==> src/rtl/clu_bar_pkg.sv <==
package clu_bar_pkg;

  // Outcome of evaluating one arrival against its barrier's mask
  typedef enum logic [1:0] {
    ARR_RECORD   = 2'd0,  // new bit, target not yet met
    ARR_DUP      = 2'd1,  // bit already set, ignored
    ARR_COMPLETE = 2'd2   // new bit meets target, release
  } arr_act_e;

endpackage

==> src/rtl/clu_bar_slot_map.sv <==
module clu_bar_slot_map #(
  parameter int NUM_CORES = 4,
  parameter int CORE_ID_W = 8
) (
  input  logic [CORE_ID_W-1:0] core_id,
  output logic [NUM_CORES-1:0] slot_bit
);

  // fold a global core number onto the cluster's local slots
  logic [CORE_ID_W-1:0] local_id;
  assign local_id = core_id % CORE_ID_W'(NUM_CORES);

  for (genvar s = 0; s < NUM_CORES; s++) begin : g_slot
    assign slot_bit[s] = (local_id == CORE_ID_W'(s));
  end

endmodule

==> src/rtl/clu_bar_mask_bank.sv <==
module clu_bar_mask_bank #(
  parameter int NUM_CORES    = 4,
  parameter int NUM_BARRIERS = 8,
  parameter int BAR_W        = 3
) (
  input  logic                 clk,
  input  logic                 rst,
  input  logic                 wr_en,
  input  logic [BAR_W-1:0]     wr_bar,
  input  logic [NUM_CORES-1:0] wr_mask,
  input  logic [BAR_W-1:0]     rd_bar,
  output logic [NUM_CORES-1:0] rd_mask
);

  logic [NUM_CORES-1:0] slot_q [NUM_BARRIERS];

  always_ff @(posedge clk) begin
    if (rst) begin
      for (int b = 0; b < NUM_BARRIERS; b++) slot_q[b] <= '0;
    end else if (wr_en) begin
      slot_q[wr_bar] <= wr_mask;
    end
  end

  assign rd_mask = slot_q[rd_bar];

  // per-barrier occupancy, used by the reset check below
  logic [NUM_BARRIERS-1:0] busy;
  for (genvar b = 0; b < NUM_BARRIERS; b++) begin : g_busy
    assign busy[b] = |slot_q[b];
  end

  AST_BANK_EMPTY_AFTER_RST: assert property (@(posedge clk) disable iff (rst)
    $past(rst) |-> (busy == '0));

endmodule

==> src/rtl/clu_bar_judge.sv <==
module clu_bar_judge
  import clu_bar_pkg::*;
#(
  parameter int NUM_CORES = 4,
  parameter int SZ_W      = 2
) (
  input  logic [NUM_CORES-1:0] cur_mask,
  input  logic [NUM_CORES-1:0] arr_bit,
  input  logic [SZ_W-1:0]      size_m1,
  output arr_act_e             act,
  output logic [NUM_CORES-1:0] merged
);

  localparam int CNT_W = SZ_W + 1;

  logic [CNT_W-1:0] ones;
  logic [CNT_W-1:0] target;
  logic             dup;

  always_comb begin
    merged = cur_mask | arr_bit;
    ones   = '0;
    for (int i = 0; i < NUM_CORES; i++) ones = ones + CNT_W'(merged[i]);
    target = CNT_W'(size_m1) + CNT_W'(1);
    dup    = |(cur_mask & arr_bit);
    if (dup)                 act = ARR_DUP;
    else if (ones == target) act = ARR_COMPLETE;
    else                     act = ARR_RECORD;
  end

endmodule

==> src/rtl/clu_barrier_sync.sv <==
module clu_barrier_sync
  import clu_bar_pkg::*;
#(
  parameter  int NUM_CORES    = 4,
  parameter  int NUM_BARRIERS = 8,
  parameter  int CORE_ID_W    = 8,
  localparam int BAR_W        = (NUM_BARRIERS > 1) ? $clog2(NUM_BARRIERS) : 1,
  localparam int SZ_W         = (NUM_CORES > 1) ? $clog2(NUM_CORES) : 1
) (
  input  logic                 clk,
  input  logic                 rst,
  input  logic                 req_valid,
  output logic                 req_ready,
  input  logic [BAR_W-1:0]     req_bar,
  input  logic [SZ_W-1:0]      req_size_m1,
  input  logic [CORE_ID_W-1:0] req_core,
  output logic                 rel_valid,
  output logic [BAR_W-1:0]     rel_bar,
  output logic [NUM_CORES-1:0] rel_mask
);

  logic                 ready_q;
  logic                 accept;
  logic [NUM_CORES-1:0] arr_bit;
  logic [NUM_CORES-1:0] cur_mask;
  logic [NUM_CORES-1:0] merged;
  logic [NUM_CORES-1:0] wr_mask;
  logic                 wr_en;
  arr_act_e             act;

  assign accept    = req_valid && ready_q;
  assign req_ready = ready_q;

  clu_bar_slot_map #(
    .NUM_CORES (NUM_CORES),
    .CORE_ID_W (CORE_ID_W)
  ) u_slot_map (
    .core_id  (req_core),
    .slot_bit (arr_bit)
  );

  clu_bar_mask_bank #(
    .NUM_CORES    (NUM_CORES),
    .NUM_BARRIERS (NUM_BARRIERS),
    .BAR_W        (BAR_W)
  ) u_bank (
    .clk     (clk),
    .rst     (rst),
    .wr_en   (wr_en),
    .wr_bar  (req_bar),
    .wr_mask (wr_mask),
    .rd_bar  (req_bar),
    .rd_mask (cur_mask)
  );

  clu_bar_judge #(
    .NUM_CORES (NUM_CORES),
    .SZ_W      (SZ_W)
  ) u_judge (
    .cur_mask (cur_mask),
    .arr_bit  (arr_bit),
    .size_m1  (req_size_m1),
    .act      (act),
    .merged   (merged)
  );

  // duplicates never write; completion writes an empty mask
  assign wr_en   = accept && (act != ARR_DUP);
  assign wr_mask = (act == ARR_COMPLETE) ? '0 : merged;

  always_ff @(posedge clk) begin
    if (rst) begin
      ready_q   <= 1'b0;
      rel_valid <= 1'b0;
      rel_bar   <= '0;
      rel_mask  <= '0;
    end else begin
      ready_q   <= 1'b1;
      rel_valid <= accept && (act == ARR_COMPLETE);
      if (accept && (act == ARR_COMPLETE)) begin
        rel_bar  <= req_bar;
        rel_mask <= merged;
      end
    end
  end

  AST_REL_FROM_ACCEPT: assert property (@(posedge clk) disable iff (rst)
    rel_valid |-> $past(req_valid && req_ready));

  AST_REL_BAR_MATCH: assert property (@(posedge clk) disable iff (rst)
    rel_valid |-> (rel_bar == $past(req_bar)));

  AST_REL_COUNT_MATCH: assert property (@(posedge clk) disable iff (rst)
    rel_valid |-> ($countones(rel_mask) == int'($past(req_size_m1)) + 1));

  AST_DUP_SILENT: assert property (@(posedge clk) disable iff (rst)
    (accept && act == ARR_DUP) |=> !rel_valid);

endmodule

==> config.mk <==
export PLATFORM = sky130hd
export DESIGN_NAME = clu_barrier_sync
export DESIGN_NICKNAME = d
export VERILOG_FILES = /design/src/rtl/clu_bar_pkg.sv /design/src/rtl/clu_bar_slot_map.sv /design/src/rtl/clu_bar_mask_bank.sv /design/src/rtl/clu_bar_judge.sv /design/src/rtl/clu_barrier_sync.sv
export SDC_FILE = /design/constraint.sdc
export NUM_CORES = 1
export LEC_CHECK = 0
export BUFFER_PORTS_ARGS = -buffer_cell sky130_fd_sc_hd__buf_2
export CORE_MARGIN = 3
export CORE_UTILIZATION = 55
export CTS_CLUSTER_DIAMETER = 150
export DETAILED_ROUTE_END_ITERATION = 16
export HOLD_SLACK_MARGIN = 0.1
export PLACE_DENSITY = 0.76
export SLEW_MARGIN = 20
export SYNTH_ARGS = -nofsm -noshare
export SYNTH_HDL_FRONTEND = slang
export SYNTH_SLANG_ARGS = --single-unit
==> constraint.sdc <==
create_clock -name clk -period 9.2 [get_ports clk]
set_input_delay 1.84 -clock clk [delete_from_list [all_inputs] [get_ports clk]]
set_output_delay 1.84 -clock clk [all_outputs]
set_load 0.005 [all_outputs]
Word-level counts from Yosys, hierarchy flattened
Memory sizes are Yosys's and may differ from the RTL's. Cells that the tools add are included.

ROM bits: 0. Memory bits (writable): 32. Memories kept: 1. Input bits: 16. Output and inout port bits: 9. Bits in registers: 9. Bits in latches: 0.

Memories: u_bank.slot_q (depth 8, width 4, read ports 1, clocked after Yosys merged registers in 0, write ports 8, line clu_bar_mask_bank.sv:15) `logic [NUM_CORES-1:0] slot_q [NUM_BARRIERS];`.

Multiplexer cells: 12. Equality and inequality tests: 6. Divide/modulo/power cells: 0. $add $sub $neg: 4. Reductions and logical operators: 6. Shifts and indexed selects: 0. Bitwise gates (word level): 2. $mul: 0. Order comparisons: 0.

Operator list (count): $logic_not A8 Y1 (1); $mux W4 (2); $reduce_or A4 Y1 (2); $mux W1 (7); $add A3 B1 Y3 (2); $eq A2 B2 Y1 const B (3); $and A4 B4 Y4 (1); $mux W2 (2); $or A4 B4 Y4 (1); $add A2 B1 Y3 const B (1); $eq A3 B3 Y1 (1); $logic_and A1 B1 Y1 (3); $mux W3 (1); $add A1 B1 Y2 (1); $eq A2 B1 Y1 const B (1); $ne A2 B1 Y1 const B (1).

Logic depth before layout (Yosys ltp)
Gate-level depths: netlist of the first run.

Depth in word-level cells: 15. Depth in mapped cells: 16.

Hierarchy
A second synthesis of the first run with hierarchy kept.

Cells, all modules: 166. Area total of the unflattened synthesis: 2123.3 um2.

Modules (own cells, without submodules): clu_bar_mask_bank (instances 1, area an instance 1534.0 um2, cells each 103, seq. area each 960.9 um2); clu_barrier_sync (instances 1, area an instance 415.4 um2, cells each 43, seq. area each 180.2 um2); clu_bar_judge (instances 1, area an instance 147.6 um2, cells each 16, seq. area each 0.0 um2); clu_bar_slot_map (instances 1, area an instance 26.3 um2, cells each 4, seq. area each 0.0 um2).

Least setup slack after synthesis of the first run
Ideal clock, no wire load.

Kind: in2reg. From: input port req_bar[1]. To: memory u_bank.slot_q[0][3], data pin. Arrival: 4.619 ns. Data required time: 8.925 ns. Stages on the path: 14. Setup slack: 4.306 ns. Path buffers: 1. Path through: clkbuf_1 -> mux2_2 -> a21oi_1 -> o22a_1 -> nand2_1 -> ha_1 -> inv_1 -> fa_1 -> inv_1 -> ha_1 -> xnor2_1 -> nand3_1 -> o21bai_1 -> nor4_1.

RTL lines: start, declared (line clu_barrier_sync.sv:14) `input logic [BAR_W-1:0] req_bar,`; end, declared (line clu_bar_mask_bank.sv:15).

==> results of run 1 <==
==> power breakdown <==
part	total, uW	switching (uW)	internal (uW)
clock	146	64.9	81.2
combinational	77.1	51.6	25.5
sequential	209	2.63	207
total	433	119	314
==> metrics by stage <==
step,util (%),hold WS (ps)
after CTS,66.0,484
after global placement,62.7,459
final,66.0,479
after detailed placement,62.7,473
after global routing,66.0,504
after floorplan,-,470
==> cell usage after synthesis (all sizes together) (3+ instances only) <==
master   n
nand2    4
o31ai    4
edfxtp  32
buf      7
o21ai    9
nor4    17
nand3    5
a21oi   11
mux2i    8
xnor2    3
nor2     9
nor3    17
clkbuf   6
or2      6
ha       3
inv      4
a211oi   4
mux2     6
mux4     3
dfxtp    9
==> sequential cells by signal, indices dropped and copies added (netlist names) <==
| name | cells |
|---|---|
| u_bank.slot_q | 32 |
| rel_mask | 4 |
| rel_bar | 3 |
| rel_valid | 1 |
| req_ready | 1 |
==> layout by cell type (no fill, tap or decap), types with 3 or more instances in the layout <==
| cell type | n |
|---|---|
| nand3_1 | 5 |
| nand2_1 | 4 |
| nor2_1 | 9 |
| mux2_2 | 4 |
| or2_2 | 5 |
| dfxtp_1 | 9 |
| buf_2 | 18 |
| mux4_2 | 3 |
| ha_1 | 3 |
| a211oi_1 | 4 |
| o21ai_0 | 7 |
| nor3_1 | 17 |
| clkbuf_8 | 5 |
| edfxtp_1 | 32 |
| a21oi_1 | 11 |
| mux2i_1 | 8 |
| inv_1 | 4 |
| o31ai_1 | 4 |
| nor4_1 | 16 |
| xnor2_1 | 3 |
==> logic make-up after synthesis <==
logic type / count (synthesis) / synth area share (%)
buf+inv: 18 / 4.52
compound gates: 36 / 10.5
xor+xnor: 3 / 1.23
fa+ha+maj: 4 / 2.70
mux: 17 / 10.1
simple gates: 67 / 17.4
flops: 41 / 53.6
==> tightest hold or removal path: cells and delay by family (launching register included) <==
family	cells	cell delay, ps
AO/OA/AOI/OAI	2	120
flip-flops	1	310
==> layout make-up <==
type,instances,area [sq um],area share (%)
clock inverter,3,46.3,1.99
tap,46,57.6,2.48
multi-input combinational,127,893,38.4
sequential,41,1140,49.1
clock buffer,5,68.8,2.96
timing repair buffer,19,97.6,4.20
inverter,5,18.8,0.808
==> final timing paths <==
kind | from | cells after the start | slack (ps) | end
setup / recovery | req_bar[0] | 14 | 3700 | u_bank.slot_q[0][2]$_SDFFCE_PN0P_
hold / removal | rel_bar[0]$_SDFFE_PP0P_ | 2 | 480 | rel_bar[0]$_SDFFE_PP0P_
setup reg to reg | u_bank.slot_q[2][1]$_SDFFCE_PN0P_ | 13 | 5500 | u_bank.slot_q[0][2]$_SDFFCE_PN0P_
hold reg to reg | rel_bar[0]$_SDFFE_PP0P_ | 2 | 480 | rel_bar[0]$_SDFFE_PP0P_
==> layer usage <==
| layer | share of wire (%) | wire length, microns | track usage [%] |
|---|---|---|---|
| met5 | 0 | 0 | 0 |
| met4 | 1.6 | 70 | 8.68 |
| met3 | 5.2 | 234 | 4.43 |
| met2 | 51 | 2290 | 34.5 |
| met1 | 42 | 1870 | 27.4 |
==> results.md, run 1 <==
- Slew HR: 38.8%
- Synth cell types: 41
- FILL cells: 291
- Vias: 1564
- Die Span X: 68.2 microns
- Clock sink count: 41
- Worst Path Class, Setup: input pin to register
- I/O pin count: 25
- Final WL: 4470 microns
- Starting Density: 60.5%
- Peak supply drop: 116 uV
- DIE HEIGHT: 68.2 microns
- Crit path required time: 9220 ps
- Crit path launch type: input pin
- Syn Inst Count: 186
- Setup crit end kind: register
- Syn_nets: 206
- GPL Wtd Cong: 0.809
- Slew Limit Fails: 0
- Post-synthesis sequential area ratio: 53.6%
- Synth Cell Area: 2130 sq um
- Clock-pin slew on the worst setup and hold paths: 80 ps
- Global-route wire length before repair: 7050 microns
- Worst skew pair latency: 300 ps
- Max incr delay on CP: 760 ps
- Cell taking the most area after synthesis: edfxtp_1
- Top FF cell, synth: edfxtp_1
- Syn_area_per_cell: 11.5 sq um
- Setup ws final: 3700 ps
- Leak: 0.000822 uW
- Largest net degree at the start of global routing: 42
- Post-route cell area: 2320 sq um
- Max Clock Skew: 6.00 ps
- Num rows: 21
- H-tree levels: 2
- Postcts setup bufs: 0
- Max Fanout on Critical Path: 37
- Dpl ws: 3440 ps
- Cts bufs inserted: 5
- TritonCTS clock tree: yes
- Sum Neg Setup Slack: 0 ps
- Cell family with most CP delay: compound AO/OA/AOI/OAI gates
- Port Buffers: 18
- Worst hold path type: register to register
- Pwr Density: 186 nW/um^2
- Initial DRT Pass Iterations: 4
- Period utilization: 59.8%
- Post-route ant nets: 0
- # Max-Cap Violations: 0
- Placed Area: 2210 sq um
- Die area: 4660 sq um
- GR Overflow Total: 0
- Setup violators final: 0
- DR WL/cell: 18.2 microns
- Largest cells by area after synthesis: edfxtp_1, dfxtp_1, nor4_1
- Area share of the largest cell type after synthesis: 45.1%
- Final Hold Viols: 0
- CTS root buf: clkbuf_8
- Non-Filler Instances: 246
- DR vias/cell: 6.36
- Outcome: finished, final reports clean
- Worst EP arrival: 5520 ps
- GRT Total Usage: 21.2%
- Total chip power: 433 uW
- Asr flop ratio synth: 0%
- Initial antenna violation count: 0
- Critical Path, Cell by Cell: buf_2, mux2i_1, a211oi_1, nor3_1, nand2_1, ha_1, inv_1, fa_1, inv_1, ha_1, xnor2_1, nand3_1, o22ai_1, nor4_1
- Slowest-stage cell, CP: o22ai_1
- Antenna cells: 0
- Buf/Inv on CP: 3
- # DRC: 0
- CTS max path bufs: 2
- Unrepaired setup endpoints after global routing: no
- Starting DRC count in detailed routing: 109
- Min Tclk post-route: 5500 ps
- Area Overhead vs Synth: 9.04%
- Fraction of final layout cells sized beyond drive strength 1: 20.5%
- Measured slew at the worst slew-check pin: 918 ps
- Synth warnings: 0
- Synth Register Bits: 41
- Post-synth EDFFs: 32
- Placeable Area: 3520 sq um
- Cells after DPL: 238
- Nets: 219
- Post-CTS Hold Fix Bufs: 0
- Post-cts sizing count: 0
- Max frequency: 182 MHz
- Post-DP HPWL: 3070 microns
- Vias in the first global route: 1414
(Power assumes the default switching activity.)
==> run 2, diff against run 1 <==
--- a/config.mk
+++ b/config.mk
@@ -7,11 +7,11 @@
 export LEC_CHECK = 0
 export BUFFER_PORTS_ARGS = -buffer_cell sky130_fd_sc_hd__buf_2
 export CORE_MARGIN = 3
-export CORE_UTILIZATION = 55
+export CORE_UTILIZATION = 52
 export CTS_CLUSTER_DIAMETER = 150
 export DETAILED_ROUTE_END_ITERATION = 16
 export HOLD_SLACK_MARGIN = 0.1
-export PLACE_DENSITY = 0.76
+export PLACE_DENSITY = 0.75
 export SLEW_MARGIN = 20
 export SYNTH_ARGS = -nofsm -noshare
 export SYNTH_HDL_FRONTEND = slang
==> constraint.sdc (replaced) <==
create_clock -name clk -period 4.87 [get_ports clk]
set_input_delay 0.974 -clock clk [delete_from_list [all_inputs] [get_ports clk]]
set_output_delay 0.974 -clock clk [all_outputs]
set_load 0.005 [all_outputs]
==> results.md, run 2 (synthesis gave the netlist of run 1 again) <==
- Max Clock Skew: 5.47 ps (-0.534 ps)
- DR vias/cell: 6.24 (-1.9%)
- R2r setup slk: 1330 ps (-4170 ps)
- Max Fanout on Critical Path: 37 (unchanged)
- Largest registers: u_bank.slot_q: 32 flops, rel_mask: 4 flops, rel_bar: 3 flops
- GRT Total Usage: 20.5% (-0.72 points)
- Num rows: 22 (+4.8%)
- Clock-pin slew on the worst setup and hold paths: 70 ps (about the same)
- Worst skew pair latency: 290 ps (about the same)
- Die Span X: 70.0 microns (+2.6%)
- I/O pin count: 25 (unchanged)
- Min Tclk post-route: 4470 ps
- FF-to-FF path depth: 14 (+1)
- Initial antenna violation count: 0 (unchanged)
- Setup violators final: 0 (unchanged)
- Total chip power: 825 uW (+91%)
- Worst Path Class, Setup: input pin to register
- Post-cts sizing count: 0 (unchanged)
- CP startpoint: req_bar[0]
- Antenna cells: 0 (unchanged)
- FILL cells: 299 (+2.7%)
- Max incr delay on CP: 560 ps (-200 ps)
- Largest Register: u_bank.slot_q
- H-tree levels: 2 (unchanged)
- DIE HEIGHT: 70.0 microns (+2.6%)
- Starting DRC count in detailed routing: 284 (+160%)
- Commonest non-fill, non-tap cell in the layout: edfxtp_1
- Worst EP arrival: 4670 ps (-850 ps)
- Largest net degree at the start of global routing: 38 (-9.5%)
- Clock sink count: 41 (unchanged)
- Max reg flops: 32 (unchanged)
- Vias: 1616 (+3.3%)
- Storage cell area: 1140 sq um (unchanged)
- Area Overhead vs Synth: 12.6%
- Final Hold Viols: 0 (unchanged)
- Starting Density: 56.1% (-4.4 points)
- Worst hold path type: register to register
- CTS root buf: clkbuf_8
- CTS max path bufs: 2 (unchanged)
- Setup crit end kind: register
- Fraction of final layout cells sized beyond drive strength 1: 23.7% (+3.2 points)
- # DRC: 0 (unchanged)
- GR Overflow Total: 0 (unchanged)
- Post-CTS Hold Fix Bufs: 0 (unchanged)
- Outcome: finished, final reports clean
- Unrepaired setup endpoints after global routing: no
- Post-DP HPWL: 3440 microns (+12%)
- Slew HR: 51.2% (+12 points)
- # Max-Cap Violations: 0 (unchanged)
- Worst Hold End: rel_bar[1]$_SDFFE_PP0P_
- Max frequency: 224 MHz
- Critical Path, Cell by Cell: buf_2, mux2i_1, a211oi_1, nor3_1, nand2_1, ha_1, inv_1, fa_1, inv_1, ha_1, xnor2_1, nand3_1, nor2_1, a21oi_1, a211oi_1
- Cell family with most CP delay: simple AND/OR/NAND/NOR gates
- Period utilization: 91.8%
- Cts bufs inserted: 5 (unchanged)
- Crit path required time: 5070 ps (-4150 ps)
- Leak: 0.000872 uW (+6.1%)
- DR WL/cell: 18.4 microns (+1.1%)
- TritonCTS clock tree: yes
- Area of the multi-input gates: 893 sq um (unchanged)
- Postcts setup bufs: 0 (unchanged)
- Post-route ant nets: 0 (unchanged)
- Hold Crit Depth: 2 (unchanged)
- Sum Neg Setup Slack: 0 ps (unchanged)
- Measured slew at the worst slew-check pin: 733 ps (-185 ps)
- Buf/Inv on CP: 3 (unchanged)
- Slowest-stage cell, CP: buf_2
- R2R Path End: rel_mask[2]$_SDFFE_PP0P_
- Placeable Area: 3800 sq um (+7.9%)
- Crit path launch type: input pin
- Nets: 230 (+5.0%)
- Final WL: 4750 microns (+6.4%)
- Peak supply drop: 214 uV (+85%)
- R2R Path Start: u_bank.slot_q[2][1]$_SDFFCE_PN0P_
- Pwr Density: 344 nW/um^2 (+85%)
- Initial DRT Pass Iterations: 4 (unchanged)
- Port Buffers: 18 (unchanged)
- GPL Wtd Cong: 0.872 (+7.8%)
- Vias in the first global route: 1588 (+12%)
- Die area: 4900 sq um (+5.3%)
- Global-route wire length before repair: 7780 microns (+10%)
- HP Start: rel_bar[1]$_SDFFE_PP0P_
- Slew Limit Fails: 0 (unchanged)
- Most frequent cells in the layout: edfxtp_1, buf_2, nor3_1, nor4_1, buf_4
run 2: changes by cell type in the layout (fill, tap and decap cells not counted), sizes merged:
cell / delta
clkbuf: +1
clkinvlp: -1
buf: +11
run 2: worst min-delay path: stages (launching register included):
cell,delay [ps]
dfxtp_1,310
o21ai_0,70
a21oi_1,70
run 2: final cells by class:
type,count,share of cell area (%)
repair buffers,30,7.51
multi-input cells,127,37.2
flip-flops and latches,41,47.5
clock inverters,2,1.41
clock buffers,6,3.02
well taps,48,2.50
inverters,5,0.782
run 2: per-layer routing:
layer	track usage (%)	wire length (microns)
met1	24.9	1940
met5	0	0
met3	6.04	258
met2	34.7	2460
met4	6.81	102
run 2: where the power goes:
part	switching, uW	internal [uW]
logic	104	63.7
clock network	111	151
registers	4.67	391
total	220	606
run 2: through the flow:
stage          util, %  std cells  hold slack, ps  instance area, sq um  worst slack [ps]
2_1_floorplan        -        186             470                  2130               842
3_3_place_gp      60.4        251             458                  2290               407
3_5_place_dp      60.4        251             471                  2290               168
4_1_cts           63.2        259             481                  2400               469
5_1_grt           63.2        259             514                  2400              49.3
6_report          63.2        259             488                  2400               401
run 2: how the worst max path moves through the flow:
stage                     slack, ps  cells past startpoint                                end
after floorplan                 840                     14  u_bank.slot_q[0][3]$_SDFFCE_PN0P_
after global placement          410                     15           rel_mask[1]$_SDFFE_PP0P_
after detailed placement        170                     15           rel_mask[2]$_SDFFE_PP0P_
after CTS                       470                     15           rel_mask[2]$_SDFFE_PP0P_
after global routing             50                     15           rel_mask[0]$_SDFFE_PP0P_
final                           400                     15           rel_mask[2]$_SDFFE_PP0P_
==> run 3, diff against run 2 <==
--- a/config.mk
+++ b/config.mk
@@ -5,6 +5,7 @@
 export SDC_FILE = /design/constraint.sdc
 export NUM_CORES = 1
 export LEC_CHECK = 0
+export ABC_AREA = 1
 export BUFFER_PORTS_ARGS = -buffer_cell sky130_fd_sc_hd__buf_2
 export CORE_MARGIN = 3
 export CORE_UTILIZATION = 52
==> results.md, run 3 <==
- Nets: 318 (+38%)
- Die area: 5140 sq um (+4.9%)
- Multiplexer share of the synthesized area: 0% (-10 points)
- Worst Path Class, Setup: input pin to register
- Area Overhead vs Synth: 8.81%
- Largest registers: u_bank.slot_q: 32 flops, rel_mask: 4 flops, rel_bar: 3 flops
- Max Fanout on Critical Path: 21 (-43%)
- Initial DRT Pass Iterations: 4 (unchanged)
- Crit path required time: 4900 ps (-170 ps)
- # Max-Cap Violations: 0 (unchanged)
- CP most frequent cell: nand2_1
- Top Usage Layer GRT: met2
- Setup crit end kind: register
- CTS root buf: clkbuf_8
- Commonest non-fill, non-tap cell in the layout: nand2_1
- DR WL/cell: 11.7 microns (-36%)
- Setup violators final: 0 (unchanged)
- Placeable Area: 4090 sq um (+7.6%)
- Met1 Use GR: 24.1% (-0.77 points)
- Syn_nets: 299 (+45%)
- Outcome: finished, final reports clean
- I/O pin count: 25 (unchanged)
- Pwr Density: 320 nW/um^2 (-7.0%)
- Met3 GRT Util: 4.21% (-1.8 points)
- Crit. path cell count: 20 (+5)
- Synth Register Bits: 41 (unchanged)
- Antenna cells: 0 (unchanged)
- Synth warnings: 0 (unchanged)
- Fraction of final layout cells sized beyond drive strength 1: 14.7% (-9.0 points)
- Most numerous cell in the Yosys netlist: nand2_1
- Port Buffers: 18 (unchanged)
- Max Clock Skew: 6.66 ps (+1.19 ps)
- Worst skew pair latency: 290 ps (about the same)
- Most frequent cells in the layout: nand2_1, nor2_1, inv_1, edfxtp_1, buf_2
- Max incr delay on CP: 350 ps (-210 ps)
- Non-Filler Instances: 349 (+35%)
- Syn Inst Count: 279 (+50%)
- Cell taking the most area after synthesis: edfxtp_1
- Vias: 1716 (+6.2%)
- Met2 usage: 28.6% (-6.2 points)
- Crit path launch type: input pin
- Worst hold path type: register to register
- Buf/Inv on CP: 5 (+2)
- Vias in the first global route: 1584 (-0.25%)
- Measured slew at the worst slew-check pin: 725 ps (-7.78 ps)
- GRT Total Usage: 17.9% (-2.5 points)
- Die Span X: 71.7 microns (+2.4%)
- GPL Wtd Cong: 0.799 (-8.4%)
- Postcts setup bufs: 0 (unchanged)
- Cell family with most CP delay: simple AND/OR/NAND/NOR gates
- Post-route ant nets: 0 (unchanged)
- H-tree levels: 2 (unchanged)
- Min Tclk post-route: 4040 ps (-426 ps)
- Starting DRC count in detailed routing: 95 (-67%)
- Num rows: 23 (+4.5%)
- Synth Area in Compound Gates: 0.780% (-9.7 points)
- XOR/XNOR share of the synthesized area: 1.17% (-0.063 points)
- Initial antenna violation count: 0 (unchanged)
- Peak supply drop: 170 uV (-20%)
- CTS max path bufs: 2 (unchanged)
- Largest family of logic cells by synthesized area: simple AND/OR/NAND/NOR gates
- Post-CTS Hold Fix Bufs: 0 (unchanged)
- Top FF cell, synth: edfxtp_1
- Final WL: 4080 microns (-14%)
- FILL cells: 393 (+31%)
- Slew HR: 51.5% (+0.34 points)
- Area share of the largest cell type after synthesis: 42.8% (-2.3 points)
- Slowest-stage cell, CP: fa_1
- Synth top cells by count: nand2_1, nor2_1, inv_1
- GR Overflow Total: 0 (unchanged)
- # DRC: 0 (unchanged)
- Area share of fa/ha/maj cells after synthesis: 2.56% (-0.14 points)
- R2r setup slk: 1750 ps (+420 ps)
- TritonCTS clock tree: yes
- Post-cts sizing count: 0 (unchanged)
- Clock sink count: 41 (unchanged)
- Synth Cell Area: 2240 sq um (+5.3%)
- Synth cell types: 24 (-41%)
- FF-to-FF path depth: 18 (+4)
- Sum Neg Setup Slack: 0 ps (unchanged)
- Syn_area_per_cell: 8.05 sq um (-30%)
- Period utilization: 83.0% (-8.7 points)
- DIE HEIGHT: 71.7 microns (+2.4%)
- Post-synthesis sequential area ratio: 50.8% (-2.7 points)
- Hold Crit Depth: 2 (unchanged)
- Post-synth EDFFs: 32 (unchanged)
- Leak: 0.00123 uW (+41%)
- Cts bufs inserted: 5 (unchanged)
- Largest Register: u_bank.slot_q
- Slew Limit Fails: 0 (unchanged)
- Largest net degree at the start of global routing: 22 (-42%)
- Simple-Gate Fraction of Synth Area: 34.4% (+17 points)
- Critical Path, Cell by Cell: buf_2, inv_2, nand2_1, nand2_1, nand2_1, nand2_1, nand2_1, nand2_1, nor2_1, inv_1, ha_1, inv_1, fa_1, inv_1, ha_1, xor2_1, nor3_2, nand2_4, nand2_1, nor2_1
- Cells after DPL: 341 (+36%)
- Max reg flops: 32 (unchanged)
- Post-DP HPWL: 2960 microns (-14%)
- Global-route wire length before repair: 7010 microns (-9.9%)
- Final Hold Viols: 0 (unchanged)
- Max frequency: 247 MHz (+11%)
- Worst EP arrival: 4080 ps (-590 ps)
- Largest cells by area after synthesis: edfxtp_1, nand2_1, dfxtp_1
- Unrepaired setup endpoints after global routing: no
- DR vias/cell: 4.92 (-21%)
- Clock-pin slew on the worst setup and hold paths: 70 ps (about the same)
- Asr flop ratio synth: 0% (unchanged)
- Starting Density: 54.9% (-1.2 points)
-- run 3: cell types whose count changed after synthesis, moves of 7 or more --
cell / delta
nor4_1: -16
a21oi_1: -11
nand2_1: +90
o21ai_0: -7
nor3_1: -16
nor2_1: +39
mux2i_1: -8
nand4_1: +12
inv_1: +37
-- run 3: power by group --
group	internal, uW	switching [uW]	total (uW)
sequential	392	4.83	397
combinational	47.7	110	158
clock	116	110	226
-- run 3: layer usage --
layer  part of all wire [%]  wire length, microns
met5                      0                     0
met4                    1.3                    51
met3                    5.3                   216
met2                     45                  1850
met1                     48                  1950
-- run 3: logic make-up (layout without fill, tap and decap cells) --
logic type	after synthesis	count (layout)
adders and majority gates	4	4
xor gates and xnor gates	3	3
AOI/OAI and AO/OA	2	2
and+or+nand+nor	175	175
DFF	41	41
buffers and inverters	54	74
-- run 3: worst paths after layout --
check	start	to
setup / recovery	req_bar[0]	u_bank.slot_q[2][0]$_SDFFCE_PN0P_
hold / removal	req_ready$_DFF_P_	rel_valid$_SDFF_PP0_
hold reg to reg	req_ready$_DFF_P_	rel_valid$_SDFF_PP0_
setup reg to reg	u_bank.slot_q[2][0]$_SDFFCE_PN0P_	u_bank.slot_q[2][0]$_SDFFCE_PN0P_
-- run 3: final cells by class --
type | instances | area (sq um) | area share [%]
repair buffers | 19 | 97.6 | 4.00
multi-input cells | 184 | 875 | 35.8
inverters | 47 | 176 | 7.22
clock buffers | 8 | 90.1 | 3.69
flip-flops and latches | 41 | 1140 | 46.7
well taps | 50 | 62.6 | 2.56
-- run 3: per-stage QoR --
step	utilization, %	power [uW]	area (sq um)	hold WS, ps	setup WS (ps)
global route	59.8	819	2440	516	479
finish	59.8	781	2440	495	826
floorplan	-	521	2240	480	1180
CTS	59.8	784	2440	501	855
detailed placement	57.6	563	2350	490	545
global placement	57.6	561	2350	485	556
-- run 3: worst reg2reg max path, stage by stage, from the launching register on --
cell and delay (ps):
edfxtp_1 380, nand2_1 90, nand2_1 60, nand2_1 60, nand2_1 50, nand2_1 60, nand2_1 60, nor2_1 160
inv_1 90, ha_1 280, inv_1 40, fa_1 350, inv_1 60, ha_1 220, xor2_1 150, nor3_2 220
nand2_4 110, nand2_1 340, nor2_1 100
